$ cat src/rtl/div_pkg.sv
package div_pkg;

   typedef enum logic [1:0] {
      ST_IDLE = 2'd0,
      ST_RUN  = 2'd1,
      ST_FIX  = 2'd2
   } div_state_e;

   function automatic int min2(input int x, input int y);
      return (x < y) ? x : y;
   endfunction

   function automatic int max3(input int x, input int y, input int z);
      int m;
      m = (x > y) ? x : y;
      return (m > z) ? m : z;
   endfunction

endpackage

$ cat src/rtl/div_operand_prep.sv
// Widens both operands to the working width and forms their magnitudes.
module div_operand_prep #(
   parameter int WA = 8,
   parameter int WB = 8,
   parameter int W  = 8
) (
   input  logic [WA-1:0] a_in,
   input  logic [WB-1:0] b_in,
   input  logic          a_sgn,
   input  logic          b_sgn,
   output logic          signed_mode,
   output logic          a_neg,
   output logic          b_neg,
   output logic          b_zero,
   output logic [W-1:0]  a_mag,
   output logic [W-1:0]  b_mag
);

   logic [W-1:0] a_ext;
   logic [W-1:0] b_ext;

   // both flags needed for signed arithmetic
   assign signed_mode = a_sgn & b_sgn;
   assign a_neg       = signed_mode & a_in[WA-1];
   assign b_neg       = signed_mode & b_in[WB-1];
   assign b_zero      = (b_in == '0);

   generate
      if (W > WA) begin : g_a_wide
         assign a_ext = {{(W-WA){a_neg}}, a_in};
      end else begin : g_a_fit
         assign a_ext = a_in;
      end
      if (W > WB) begin : g_b_wide
         assign b_ext = {{(W-WB){b_neg}}, b_in};
      end else begin : g_b_fit
         assign b_ext = b_in;
      end
   endgenerate

   assign a_mag = a_neg ? (~a_ext + 1'b1) : a_ext;
   assign b_mag = b_neg ? (~b_ext + 1'b1) : b_ext;

endmodule

$ cat src/rtl/div_restore_core.sv
// One restoring step per cycle on unsigned magnitudes, MSB first.
module div_restore_core #(
   parameter int W = 8
) (
   input  logic         clk,
   input  logic         rst_n,
   input  logic         load,
   input  logic         step,
   input  logic [W-1:0] dividend,
   input  logic [W-1:0] divisor,
   output logic [W-1:0] quo,
   output logic [W-1:0] rem
);

   logic [W-1:0] rem_q;
   logic [W-1:0] quo_q;
   logic [W-1:0] dvs_q;
   logic [W:0]   partial;
   logic [W+1:0] trial;
   logic         fits;

   // bring down the next dividend bit, then try the subtraction
   assign partial = {rem_q, quo_q[W-1]};
   assign trial   = {1'b0, partial} - {2'b00, dvs_q};
   assign fits    = ~trial[W+1];

   always_ff @(posedge clk or negedge rst_n) begin
      if (!rst_n) begin
         rem_q <= '0;
         quo_q <= '0;
         dvs_q <= '0;
      end else if (load) begin
         rem_q <= '0;
         quo_q <= dividend;
         dvs_q <= divisor;
      end else if (step) begin
         rem_q <= fits ? trial[W-1:0] : partial[W-1:0];
         quo_q <= {quo_q[W-2:0], fits};
      end
   end

   assign quo = quo_q;
   assign rem = rem_q;

   assert_rem_below_divisor_R4: assert property (@(posedge clk) disable iff (!rst_n)
      (dvs_q != '0) |-> (rem_q < dvs_q));

endmodule

$ cat src/rtl/div_result_fix.sv
// Sign correction, width adaptation and the zero-divisor substitutes.
module div_result_fix #(
   parameter int WA = 8,
   parameter int WY = 8,
   parameter int W  = 8,
   parameter int KM = 8
) (
   input  logic [W-1:0]  quo_mag,
   input  logic [W-1:0]  rem_mag,
   input  logic          want_rem,
   input  logic          signed_mode,
   input  logic          a_neg,
   input  logic          b_neg,
   input  logic          b_zero,
   input  logic [KM-1:0] a_low,
   output logic [WY-1:0] res
);

   logic [WY-1:0] q_t, r_t, q_s, r_s;
   logic [WY-1:0] udz, sdz, mdz;

   assign q_t = quo_mag[WY-1:0];
   assign r_t = rem_mag[WY-1:0];
   assign q_s = (a_neg ^ b_neg) ? (~q_t + 1'b1) : q_t;
   assign r_s = a_neg ? (~r_t + 1'b1) : r_t;

   // ones in the dividend's width, zeros above
   generate
      for (genvar i = 0; i < WY; i++) begin : g_udz
         assign udz[i] = (i < WA);
      end
      // copied dividend bits, extended per signedness
      if (WY > KM) begin : g_mz_ext
         assign mdz = {{(WY-KM){signed_mode & a_low[KM-1]}}, a_low};
      end else begin : g_mz_fit
         assign mdz = a_low;
      end
   endgenerate


   assign sdz = a_neg ? WY'(1) : '1;

   always_comb begin
      if (b_zero) begin
         if (want_rem)         res = mdz;
         else if (signed_mode) res = sdz;
         else                  res = udz;
      end else begin
         res = want_rem ? r_s : q_s;
      end
   end

endmodule

$ cat src/rtl/seq_divider.sv
module seq_divider #(
   parameter int WA = 8,
   parameter int WB = 8,
   parameter int WY = 8
) (
   input  logic          clk,
   input  logic          rst_n,
   input  logic          start,
   input  logic          a_signed,
   input  logic          b_signed,
   input  logic          want_rem,
   input  logic [WA-1:0] a_in,
   input  logic [WB-1:0] b_in,
   output logic          busy,
   output logic          done,
   output logic [WY-1:0] result
);
   import div_pkg::*;

   localparam int W  = max3(WA, WB, WY);
   localparam int WM = min2(WA, WB);
   localparam int KM = min2(WM, WY);
   localparam int CW = (W > 1) ? $clog2(W) : 1;
   localparam int LW = $clog2(W + 3);

   generate
      if (WA < 1 || WB < 1 || WY < 1) begin : g_bad_width
         $error("seq_divider: every width must be at least 1");
      end
      if (W < 2) begin : g_bad_common
         $error("seq_divider: working width must be at least 2");
      end
   endgenerate

   div_state_e    state;
   logic [CW-1:0] cnt;
   logic          accept;
   logic          p_signed, p_aneg, p_bneg, p_bzero;
   logic [W-1:0]  p_amag, p_bmag;
   logic          signed_q, a_neg_q, b_neg_q, b_zero_q, want_rem_q;
   logic [KM-1:0] a_low_q;
   logic [W-1:0]  quo_mag, rem_mag;
   logic [WY-1:0] fix_res;
   logic [WY-1:0] result_q;
   logic          done_q;

   assign accept = start && (state == ST_IDLE);

   div_operand_prep #(.WA(WA), .WB(WB), .W(W)) i_prep (
      .a_in        (a_in),
      .b_in        (b_in),
      .a_sgn       (a_signed),
      .b_sgn       (b_signed),
      .signed_mode (p_signed),
      .a_neg       (p_aneg),
      .b_neg       (p_bneg),
      .b_zero      (p_bzero),
      .a_mag       (p_amag),
      .b_mag       (p_bmag)
   );

   div_restore_core #(.W(W)) i_core (
      .clk      (clk),
      .rst_n    (rst_n),
      .load     (accept),
      .step     (state == ST_RUN),
      .dividend (p_amag),
      .divisor  (p_bmag),
      .quo      (quo_mag),
      .rem      (rem_mag)
   );

   div_result_fix #(.WA(WA), .WY(WY), .W(W), .KM(KM)) i_fix (
      .quo_mag     (quo_mag),
      .rem_mag     (rem_mag),
      .want_rem    (want_rem_q),
      .signed_mode (signed_q),
      .a_neg       (a_neg_q),
      .b_neg       (b_neg_q),
      .b_zero      (b_zero_q),
      .a_low       (a_low_q),
      .res         (fix_res)
   );

   always_ff @(posedge clk or negedge rst_n) begin
      if (!rst_n) begin
         state      <= ST_IDLE;
         cnt        <= '0;
         signed_q   <= 1'b0;
         a_neg_q    <= 1'b0;
         b_neg_q    <= 1'b0;
         b_zero_q   <= 1'b0;
         want_rem_q <= 1'b0;
         a_low_q    <= '0;
         result_q   <= '0;
         done_q     <= 1'b0;
      end else begin
         done_q <= 1'b0;
         case (state)
            ST_IDLE: begin
               if (start) begin
                  state      <= ST_RUN;
                  cnt        <= CW'(W - 1);
                  signed_q   <= p_signed;
                  a_neg_q    <= p_aneg;
                  b_neg_q    <= p_bneg;
                  b_zero_q   <= p_bzero;
                  want_rem_q <= want_rem;
                  a_low_q    <= a_in[KM-1:0];
               end
            end
            ST_RUN: begin
               // the zero divisor runs the same count
               if (cnt == '0) state <= ST_FIX;
               else           cnt   <= cnt - 1'b1;
            end
            ST_FIX: begin
               result_q <= fix_res;
               done_q   <= 1'b1;
               state    <= ST_IDLE;
            end
            default: state <= ST_IDLE;
         endcase
      end
   end

   assign busy   = (state != ST_IDLE);
   assign done   = done_q;
   assign result = result_q;

   // latency watch: edges since the accepting edge
   logic [LW-1:0] lat_cnt;
   always_ff @(posedge clk or negedge rst_n) begin
      if (!rst_n)      lat_cnt <= '0;
      else if (accept) lat_cnt <= '0;
      else if (busy)   lat_cnt <= lat_cnt + LW'(1);
   end

   assert_done_latency_R8: assert property (@(posedge clk) disable iff (!rst_n)
      done |-> (lat_cnt == LW'(W + 1)));

   assert_idle_at_done_R8: assert property (@(posedge clk) disable iff (!rst_n)
      done |-> !busy);

   assert_single_pulse_R9: assert property (@(posedge clk) disable iff (!rst_n)
      done |=> !done);

   assert_result_hold_R9: assert property (@(posedge clk) disable iff (!rst_n)
      !done |-> $stable(result));

   assert_capture_frozen_R10: assert property (@(posedge clk) disable iff (!rst_n)
      busy |=> ($stable(a_low_q) && $stable(want_rem_q) && $stable(signed_q) && $stable(b_zero_q)));

   assert_sdiv_zero_pos_R6: assert property (@(posedge clk) disable iff (!rst_n)
      (done && b_zero_q && !want_rem_q && signed_q && !a_neg_q) |-> (result == '1));

endmodule

$ cat config.mk
export PLATFORM = sky130hd
export DESIGN_NAME = seq_divider
export DESIGN_NICKNAME = d
export VERILOG_FILES = /design/src/rtl/div_pkg.sv /design/src/rtl/div_operand_prep.sv /design/src/rtl/div_restore_core.sv /design/src/rtl/div_result_fix.sv /design/src/rtl/seq_divider.sv
export SDC_FILE = /design/constraint.sdc
export NUM_CORES = 1
export LEC_CHECK = 0
export BUFFER_PORTS_ARGS = -buffer_cell sky130_fd_sc_hd__buf_2
export CELL_PAD_IN_SITES_DETAIL_PLACEMENT = 0
export CELL_PAD_IN_SITES_GLOBAL_PLACEMENT = 1
export CORE_AREA = 2 2 87 89
export DETAILED_ROUTE_END_ITERATION = 8
export DIE_AREA = 0 0 89 91
export GPL_TIMING_DRIVEN = 0
export PLACE_DENSITY_LB_ADDON = 0.15
export REMOVE_ABC_BUFFERS = 1
export SLEW_MARGIN = 20
export SYNTH_ARGS = -nofsm -noshare
export SYNTH_HDL_FRONTEND = slang
export SYNTH_HIERARCHICAL = 1
export SYNTH_SLANG_ARGS = --single-unit
export TNS_END_PERCENT = 10
$ cat constraint.sdc
create_clock -name clk -period 3.26 [get_ports clk]
set_input_delay 0.163 -clock clk [delete_from_list [all_inputs] [get_ports clk]]
set_output_delay 0.163 -clock clk [all_outputs]
set_load 0.01 [all_outputs]
Word-level counts from Yosys, hierarchy flattened
Index checks and enable logic that the tools add are counted.
Cells by class
  $add $sub $neg: 6
  equal/unequal tests: 5
  muxes and demuxes: 21
  bitwise operators: 9
  reductions and logical operators: 10
Operators with widths (number)
  two-way mux 8 bit: 14
  adder 8 x 1 -> 8 bit (second input constant): 4
  inverter 8 bit: 4
  subtractor 9 x 8 -> 10 bit: 1
  zero test 8 bit: 1
  two-way mux 3 bit: 2
  != test 2 bit (second input constant): 3
  case mux 3 bit (2 select lines): 1
  nonzero test 2 bit: 3
  two-way mux 2 bit: 2
  case mux 2 bit (2 select lines): 1
  AND reduction 2 bit: 2
  AND 1 bit: 3
  zero test 3 bit: 1
  AND reduction 3 bit: 1
  subtractor 3 x 1 -> 3 bit (second input constant): 1
  == test 2 x 1 -> 1 bit (second input constant): 1
  == test 2 bit (second input constant): 1
  zero test 2 bit: 1
  logical AND 1 bit: 1
  two-way mux 1 bit: 1
  inverter 1 bit: 1
  XOR 1 bit: 1
Storage, ports and cells
  register bits after elaboration: 51
  logic and storage cells: 64

Depth between registers and ports, before layout
Gate-level depths: netlist of run 1.
  word-level depth: 5
  depth in mapped cells: 8
  gate-level depth less buffers: 8

Modules after synthesis
Netlist of run 1, hierarchy kept.
By module, submodules not included
  div_restore_core: times used 1, cells an instance 156, area an instance 1498.9 sq um, seq. area each 600.6 sq um
  seq_divider: times used 1, cells an instance 75, area an instance 1162.4 sq um, seq. area each 675.6 sq um
  div_result_fix: times used 1, cells an instance 80, area an instance 525.5 sq um, seq. area each 0.0 sq um
  div_operand_prep: times used 1, cells an instance 51, area an instance 322.8 sq um, seq. area each 0.0 sq um

Worst setup path after synthesis of run 1
No wires, ideal clock.
  path type: register -> register
  start: register i_core.rem_q[0], in the netlist i_core/rem[0]
  end: register i_core.rem_q[0], in the netlist i_core/rem[0]
  library setup time: 104 ps
  data arrival time: 1882 ps
  data required time: 3156 ps
  setup slack: 1274 ps
  cell stages (with the launch flop): 7
  clock period less this slack: 1986 ps
  path through: dfrtp_1 ha_1 or2b_1 a2111oi_4 nor2_2 or4b_1 o311ai_1
On the way
  longest elaborated chain between the ends: 4
RTL lines
  from (decl): line div_restore_core.sv:15  | logic [W-1:0] rem_q;
  from (signal assigned): line div_restore_core.sv:37  | rem_q <= fits ? trial[W-1:0] : partial[W-1:0];
  subtractor 9 x 8 -> 10 bit: line div_restore_core.sv:24  | assign trial = {1'b0, partial} - {2'b00, dvs_q};
  two-way mux 8 bit: line div_restore_core.sv:37
  two-way mux 8 bit: line div_restore_core.sv:36  | end else if (step) begin
  two-way mux 8 bit: line div_restore_core.sv:32  | end else if (load) begin
Every way passes these cells. The select of a mux whose other input is x is not followed.
A chain may end at the register's enable or synchronous reset.

Worst setup path after layout of run 1
  start: register i_core.rem_q[3], in the netlist i_core/rem[3]
  end: register i_core.rem_q[1], in the netlist i_core/rem[1]
Same word-level chain as after synthesis.

==> flow_metrics.py, run 1 <==
metrics = {
    "route": {
        "drc": 0,
        "vias": 2609,
        "detail_route.vias_per_cell": 5.35,
        "drt-total-wl_microns": 7330,
        "wl_per_cell_microns": 15.0,
        "route.antenna.remaining_nets": 0,
        "initialDrtViolationCount": 166,
        "drtPass1Iterations": 4,
    },
    "timing": {
        "timing.fmax_mhz": 388,
        "period_share_pct": 79.0,
        "timing.final.setup_violations": 0,
        "worstMarginPinSlew_ns": 0.729,
        "final_max_slew_viol_count": 0,
        "setup_ws_ns": 0.684,
        "setup_total_negative_slack_ns": 0,
        "timing.max_slew.rel_slack_pct": 51.3,
        "finalWorstPathRequiredPeriod_ns": 2.58,
        "rsz0062_at_grt": "no",
        "worst_clock_skew_ns": 0.00886,
        "final-hold-violation-count": 0,
        "hold_ws_ns": 0.0780,
    },
    "global_routing": {
        "overall_global_routing_resource_usage_pct": 19.6,
        "antenna_found_initial": 0,
        "grt_pass1_vias": 2469,
        "grt.overflow.total": 0,
        "pin_count_of_the_biggest_net_entering_global_routing": 52,
        "global_route_wire_length_before_repair_microns": 12400,
    },
    "final_layout": {
        "fraction_of_layout_cells_with_a_size_suffix_above_1_pct": 21.1,
        "synthToLayoutAreaGrowth_pct": 8.70,
        "antenna-diode-count": 0,
        "final_design_area_no_fill_sq_um": 3810,
        "final_nets": 425,
        "final.fill_count": 723,
        "finish.utilization_pct": 53.5,
        "layout.cells.non_filler": 488,
    },
    "yosys": {
        "yosysTopAreaCellShare_pct": 36.4,
        "post_synth_instance_area_sq_um": 3510,
        "synth-async-reset-ratio_pct": 100,
        "portion_of_the_post_synthesis_area_used_by_sequential_elements_pct": 36.4,
        "post_synth_inst_count": 362,
        "number_of_synthesized_flops_with_an_enable_pin": 0,
        "yosys.cell_types.count": 63,
        "ys.warnings.count": 6,
        "synth_top_cells_by_area": "sky130_fd_sc_hd__dfrtp_1 36%, sky130_fd_sc_hd__mux2_2 5.1%, sky130_fd_sc_hd__ha_1 5.0%",
        "synthesis.area_per_instance_sq_um": 9.70,
        "yosysTopAreaCell": "sky130_fd_sc_hd__dfrtp_1",
        "synth_seq_cells": 51,
        "synth_ff_type": "sky130_fd_sc_hd__dfrtp_1",
    },
    "cts": {
        "clk_pin_slew_ns": 0.09,
        "clock-root-buffer": "sky130_fd_sc_hd__clkbuf_8",
        "clockBufferDepth": 2,
        "ctsHtreeMaxLevel": 2,
        "cts_sinks": 51,
        "insertion_delay_to_the_later_sink_of_the_worst_skew_pair_ns": 0.31,
        "cts_buffers": 5,
        "tritoncts": "yes",
        "post_cts_resized": 0,
    },
    "place": {
        "dp_hpwl_microns": 5530,
        "io_buffer_count": 31,
        "dp.cells": 479,
        "pre_cts_ws_ns": 0.713,
        "place_congestion": 0.803,
        "place_area_sq_um": 3710,
    },
    "die": {
        "die_height_microns": 91,
        "fp-row-count": 31,
        "die_area_sq_um": 8100,
        "coreArea_sq_um": 7140,
        "initial_utilization_pct": 49.2,
        "ios": 32,
        "die_width_microns": 89,
    },
    "run": {
        "max_cap_viol_count": 0,
    },
    "critical_path": {
        "r2r_end": "i_core/rem[1]",
        "r2r.worst_path.cells": 6,
        "regToRegSetupSlack_ns": 0.68,
        "cp_cell_sequence": "ha_1, a21oi_1, o221ai_1, nor2_2, mux2_1, a211oi_2",
        "worst_path_largest_cell_delay_ns": 0.53,
        "timing.critical_path.arrival_ns": 2.80,
        "cp.required_ns": 3.48,
        "regToRegStartpoint": "i_core/rem[3]",
        "critical_path.slowest_cell": "sky130_fd_sc_hd__nor2_2",
        "setup.worst_path.start": "i_core/rem[3]",
        "critical_path_class": "register to register",
        "timing.critical_path.from_type": "register",
        "critical_path_peak_fanout": 13,
        "worstSetupEndpointType": "register",
    },
    "run_status": {
        "result_of_the_run": "finished, final reports clean",
    },
    "worst_hold_path": {
        "min-delay-start": "want_rem",
        "hold_depth": 2,
        "hp-class": "primary input to register",
        "hold_worst_path_end": "want_rem_q",
    },
    "power_and_ir_drop": {
        "total_power_mw": 3.97,
        "cellLeakagePower_nw": 1.69,
        "power_per_cell_area_nw_per_um2": 1040,
        "vdd_drop_max_mv": 0.372,
    },
}
-- flip-flops by register name, summed over array words and instances, names as in the netlist --
signal / cells
signed_q: 1
i_core/rem: 8
i_core/dvs_q: 8
state: 2
b_neg_q: 1
i_core/quo: 8
a_neg_q: 1
cnt: 3
want_rem_q: 1
a_low_q: 8
result: 8
done: 1
b_zero_q: 1
-- repair_timing --
action,4_1_cts,5_1_grt
hold buffers,1,0
endpoints found under the hold margin,51,0
setup buffers,0,0
-- final cells by class --
| class | instances | area [sq um] | share of cell area (%) |
|---|---|---|---|
| sequential | 51 | 1280 | 33.5 |
| clock buffer | 7 | 86.3 | 2.26 |
| timing repair buffer | 35 | 209 | 5.48 |
| clock inverter | 1 | 8.76 | 0.230 |
| multi-input combinational | 267 | 2010 | 52.6 |
| tap | 99 | 124 | 3.25 |
| inverter | 28 | 105 | 2.76 |
-- synth_stat cells (4+ instances only) --
cell                        n
sky130_fd_sc_hd__a21oi_1   17
sky130_fd_sc_hd__mux2_4     9
sky130_fd_sc_hd__o31ai_1    5
sky130_fd_sc_hd__nor2_1    21
sky130_fd_sc_hd__dfrtp_1   51
sky130_fd_sc_hd__buf_4      4
sky130_fd_sc_hd__nor4_1     4
sky130_fd_sc_hd__nand3_1    5
sky130_fd_sc_hd__mux2i_1   12
sky130_fd_sc_hd__nor3_1    10
sky130_fd_sc_hd__inv_1     28
sky130_fd_sc_hd__nor2b_1    6
sky130_fd_sc_hd__o21ai_0   24
sky130_fd_sc_hd__xor2_1    13
sky130_fd_sc_hd__xnor2_1   12
sky130_fd_sc_hd__mux2_2    16
sky130_fd_sc_hd__nand2b_1   4
sky130_fd_sc_hd__a221oi_1   4
sky130_fd_sc_hd__ha_1      14
sky130_fd_sc_hd__clkbuf_1   5
sky130_fd_sc_hd__nand2_1   29
sky130_fd_sc_hd__a211oi_1   9
sky130_fd_sc_hd__nor3b_1    4
-- worst max-delay path by stage --
stage                     cells after the start            end  slack, ns
after floorplan                               4  i_core/rem[5]       0.86
after global placement                        4  i_core/rem[5]        0.1
after detailed placement                      6  i_core/rem[1]       0.71
after CTS                                     6  i_core/rem[1]       0.68
after global routing                          6  i_core/rem[1]       0.55
final                                         6  i_core/rem[1]       0.68
-- power breakdown --
group	leakage, nW	switching [mW]	total (mW)	internal, mW
Clock	0.0484	0.210	0.384	0.174
Sequential	0.613	0.345	1.28	0.940
Combinational	1.03	1.20	2.30	1.10
-- layer usage --
layer	wire length, microns	track usage [%]	share of wire [%]
met5	0	0	0
met4	82	4.98	1.1
met3	185	3.00	2.5
met2	3280	29.0	45
met1	3790	29.7	52
-- worst max-delay path: cells and delay by family, from the launching register on --
kind / cells / cell delay (ns)
adder cells (fa/ha/maj): 1 / 0.42
AO/OA/AOI/OAI: 3 / 0.67
multiplexers: 1 / 0.40
AND/OR/NAND/NOR: 1 / 0.53
flip-flops: 1 / 0.48
-- cell families (layout without fill, tap and decap cells) --
logic type               Yosys count  in the layout  share of synthesized area (%)
AO/OA/AOI/OAI                     86             86                           17.2
XOR/XNOR                          25             25                           6.24
adder cells (fa/ha/maj)           15             15                           5.56
buffers and inverters             44             71                           6.49
flip-flops                        51             51                           36.4
multiplexers                      38             38                           12.7
AND/OR/NAND/NOR                  103            103                           15.4
-- cells in the final DEF (no fill, tap or decap), types with 3 or more instances in the layout --
cell type	count
sky130_fd_sc_hd__mux2_2	16
sky130_fd_sc_hd__buf_2	30
sky130_fd_sc_hd__clkbuf_8	6
sky130_fd_sc_hd__mux2_4	9
sky130_fd_sc_hd__nor3_1	10
sky130_fd_sc_hd__o221a_2	3
sky130_fd_sc_hd__xor2_1	13
sky130_fd_sc_hd__nand2_1	29
sky130_fd_sc_hd__ha_1	14
sky130_fd_sc_hd__nand3b_1	3
sky130_fd_sc_hd__o21ai_0	24
sky130_fd_sc_hd__a211oi_1	9
sky130_fd_sc_hd__xnor2_1	12
sky130_fd_sc_hd__nand2b_1	4
sky130_fd_sc_hd__or4_1	3
sky130_fd_sc_hd__a21boi_0	3
sky130_fd_sc_hd__nor2b_1	6
sky130_fd_sc_hd__a221oi_1	4
sky130_fd_sc_hd__inv_1	28
sky130_fd_sc_hd__nor3b_1	4
sky130_fd_sc_hd__a21oi_1	17
sky130_fd_sc_hd__nor2_1	21
sky130_fd_sc_hd__o31ai_1	5
sky130_fd_sc_hd__mux2i_1	12
sky130_fd_sc_hd__dfrtp_1	51
sky130_fd_sc_hd__nand3_1	5
sky130_fd_sc_hd__nor4_1	4
No activity file was read; power rests on OpenSTA's default activity.
==> inputs of run 2 (changes only) <==
--- a/config.mk
+++ b/config.mk
@@ -8,9 +8,9 @@
 export BUFFER_PORTS_ARGS = -buffer_cell sky130_fd_sc_hd__buf_2
 export CELL_PAD_IN_SITES_DETAIL_PLACEMENT = 0
 export CELL_PAD_IN_SITES_GLOBAL_PLACEMENT = 1
-export CORE_AREA = 2 2 87 89
+export CORE_AREA = 2 2 90 92
 export DETAILED_ROUTE_END_ITERATION = 8
-export DIE_AREA = 0 0 89 91
+export DIE_AREA = 0 0 92 94
 export GPL_TIMING_DRIVEN = 0
 export PLACE_DENSITY_LB_ADDON = 0.15
 export REMOVE_ABC_BUFFERS = 1
==> constraint.sdc (replaced) <==
create_clock -name clk -period 2.47 [get_ports clk]
set_input_delay 0.1235 -clock clk [delete_from_list [all_inputs] [get_ports clk]]
set_output_delay 0.1235 -clock clk [all_outputs]
set_load 0.01 [all_outputs]
==> run 2 against run 1 <==
Compared with the run above:
- flip-flop and latch count did not move
- setup slack got worse by 0.52 ns
- critical endpoint is now i_core/rem[6]
- register-to-register slack got worse by 0.52 ns
- largest power group unchanged
==> flow_metrics.py, run 2 (same netlist as run 1, synthesis figures left out) <==
metrics = {
    "run_status": {
        "result_of_the_run": "finished, final reports clean",
    },
    "cts": {
        "ctsHtreeMaxLevel": 2,
        "insertion_delay_to_the_later_sink_of_the_worst_skew_pair_ns": 0.31,
        "cts_sinks": 51,
        "clock-root-buffer": "sky130_fd_sc_hd__clkbuf_8",
        "clk_pin_slew_ns": 0.10,
        "tritoncts": "yes",
        "cts_buffers": 5,
        "clockBufferDepth": 2,
    },
    "timing": {
        "finalWorstPathRequiredPeriod_ns": 2.30,
        "rsz0062_at_grt": "no",
        "final_max_slew_viol_count": 0,
        "timing.fmax_mhz": 435,
        "timing.final.setup_violations": 0,
        "final-hold-violation-count": 0,
        "hold_ws_ns": 0.0349,
        "period_share_pct": 93.2,
        "worst_clock_skew_ns": 0.0135,
        "timing.max_slew.rel_slack_pct": 47.4,
        "worstMarginPinSlew_ns": 0.787,
    },
    "power_and_ir_drop": {
        "total_power_mw": 5.45,
        "power_per_cell_area_nw_per_um2": 1400,
        "share_comb_of_total_power_pct": 57.6,
        "cellInternalPower_mw": 3.11,
        "pwr-share-seq_pct": 31.1,
        "sw_frac_of_total_pct": 43.0,
        "netSwitchingPower_mw": 2.34,
        "vdd_drop_max_mv": 0.506,
        "cellLeakagePower_nw": 1.72,
        "proportion_of_power_drawn_by_the_clock_network_pct": 11.4,
    },
    "place": {
        "place_area_sq_um": 3710,
        "place_congestion": 0.854,
        "io_buffer_count": 31,
        "dp_hpwl_microns": 5590,
    },
    "route": {
        "vias": 2670,
        "detail_route.vias_per_cell": 5.39,
        "initialDrtViolationCount": 128,
        "drtPass1Iterations": 4,
        "wl_per_cell_microns": 14.8,
        "route.antenna.remaining_nets": 0,
        "drc": 0,
        "drt-total-wl_microns": 7340,
    },
    "critical_path": {
        "critical_path_peak_fanout": 7,
        "worstSetupEndpointType": "register",
        "timing.critical_path.arrival_ns": 2.50,
        "critical_path_class": "register to register",
        "cp.required_ns": 2.67,
        "timing.critical_path.from_type": "register",
    },
    "final_layout": {
        "final_nets": 429,
        "antenna-diode-count": 0,
        "fraction_of_layout_cells_with_a_size_suffix_above_1_pct": 22.1,
        "layout_common_cells": "51 x sky130_fd_sc_hd__dfrtp_1, 30 x sky130_fd_sc_hd__buf_2, 29 x sky130_fd_sc_hd__nand2_1",
        "final_design_area_no_fill_sq_um": 3880,
        "layout.cells.most_common": "sky130_fd_sc_hd__dfrtp_1",
        "final.fill_count": 739,
        "synthToLayoutAreaGrowth_pct": 10.4,
    },
    "die": {
        "die_height_microns": 94,
        "ios": 32,
        "initial_utilization_pct": 46.1,
        "coreArea_sq_um": 7610,
        "die_width_microns": 92,
        "die_area_sq_um": 8650,
        "fp-row-count": 32,
    },
    "worst_hold_path": {
        "hp-class": "primary input to register",
    },
    "global_routing": {
        "antenna_found_initial": 0,
        "overall_global_routing_resource_usage_pct": 18.5,
        "pin_count_of_the_biggest_net_entering_global_routing": 52,
        "grt.overflow.total": 0,
        "grt_pass1_vias": 2539,
        "global_route_wire_length_before_repair_microns": 12700,
    },
    "run": {
        "max_cap_viol_count": 0,
    },
}
run 2: cell types whose count changed in the layout (fill, tap and decap cells not counted), sizes merged:
cell / previous run / this run
buf: 34 / 38
bufinv: 0 / 1
clkbuf: 7 / 6
clkinv: 1 / 0
inv: 28 / 29
run 2: what timing repair did:
item / CTS / global route
hold buffers: 1 / 0
cloned: 0 / 0
buffers inserted: 0 / 4
endpoints found under the hold margin: 51 / 0
resized for setup: 1 / 0
pin swaps: 0 / 1
setup endpoints to repair: 1 / 1
run 2: final cells by class:
class	instances	area, sq um	area share (%)
Tap cell	102	128	3.29
Clock inverter	2	38.8	1.00
Multi-Input combinational cell	267	2010	51.9
Timing Repair Buffer	39	235	6.07
Sequential cell	51	1280	32.9
Clock buffer	6	82.6	2.13
Inverter	28	105	2.71
run 2: stage by stage:
| stage | cells | TNS (ns) | setup slack (ns) | utilization [%] |
|---|---|---|---|---|
| detailed placement | 482 | -0.0547 | -0.0547 | 48.8 |
| floorplan | 346 | 0 | 0.0716 | - |
| finish | 495 | 0 | 0.169 | 51.0 |
| CTS | 491 | 0 | 0.0623 | 50.6 |
| global route | 495 | 0 | 0.0619 | 51.0 |
| global placement | 479 | -9.96 | -0.685 | 48.2 |
run 2: final timing paths:
check / startpoint / to / slack [ns] / cells after the start
max: i_core/rem[4] / i_core/rem[6] / 0.17 / 7
min: want_rem / want_rem_q / 0.03 / 2
max reg2reg: i_core/rem[4] / i_core/rem[6] / 0.17 / 7
min reg2reg: result[7] / result[7] / 0.51 / 1
max in group asynchronous: rst_n / signed_q / 1.65 / 2
min in group asynchronous: rst_n / result[7] / 0.38 / 2
run 2: per-layer routing:
| metal | GRT usage [%] | share of wire [%] | vias to the layer above |
|---|---|---|---|
| li1 | - | - | 1362 |
| met1 | 26.5 | 52 | 1254 |
| met2 | 29.6 | 44 | 46 |
| met3 | 2.73 | 3.1 | 8 |
| met4 | 4.48 | 1.3 | 0 |
| met5 | 0 | 0 | - |
run 2: power groups by stage:
stage	sequential, mW	clock, mW	combinational [mW]
detailed placement	1.71	0	3.03
global route	1.76	0.673	3.53
floorplan	1.60	0	2.36
global placement	1.70	0	2.96
finish	1.69	0.620	3.13
CTS	1.69	0.638	3.07
run 2: critical path, stage by stage, from the launching register on:
cell	delay, ns
sky130_fd_sc_hd__dfrtp_1	0.47
sky130_fd_sc_hd__ha_1	0.45
sky130_fd_sc_hd__nand4_2	0.16
sky130_fd_sc_hd__a2111oi_4	0.36
sky130_fd_sc_hd__nor2_4	0.12
sky130_fd_sc_hd__buf_4	0.18
sky130_fd_sc_hd__a21o_2	0.19
sky130_fd_sc_hd__a311oi_1	0.26
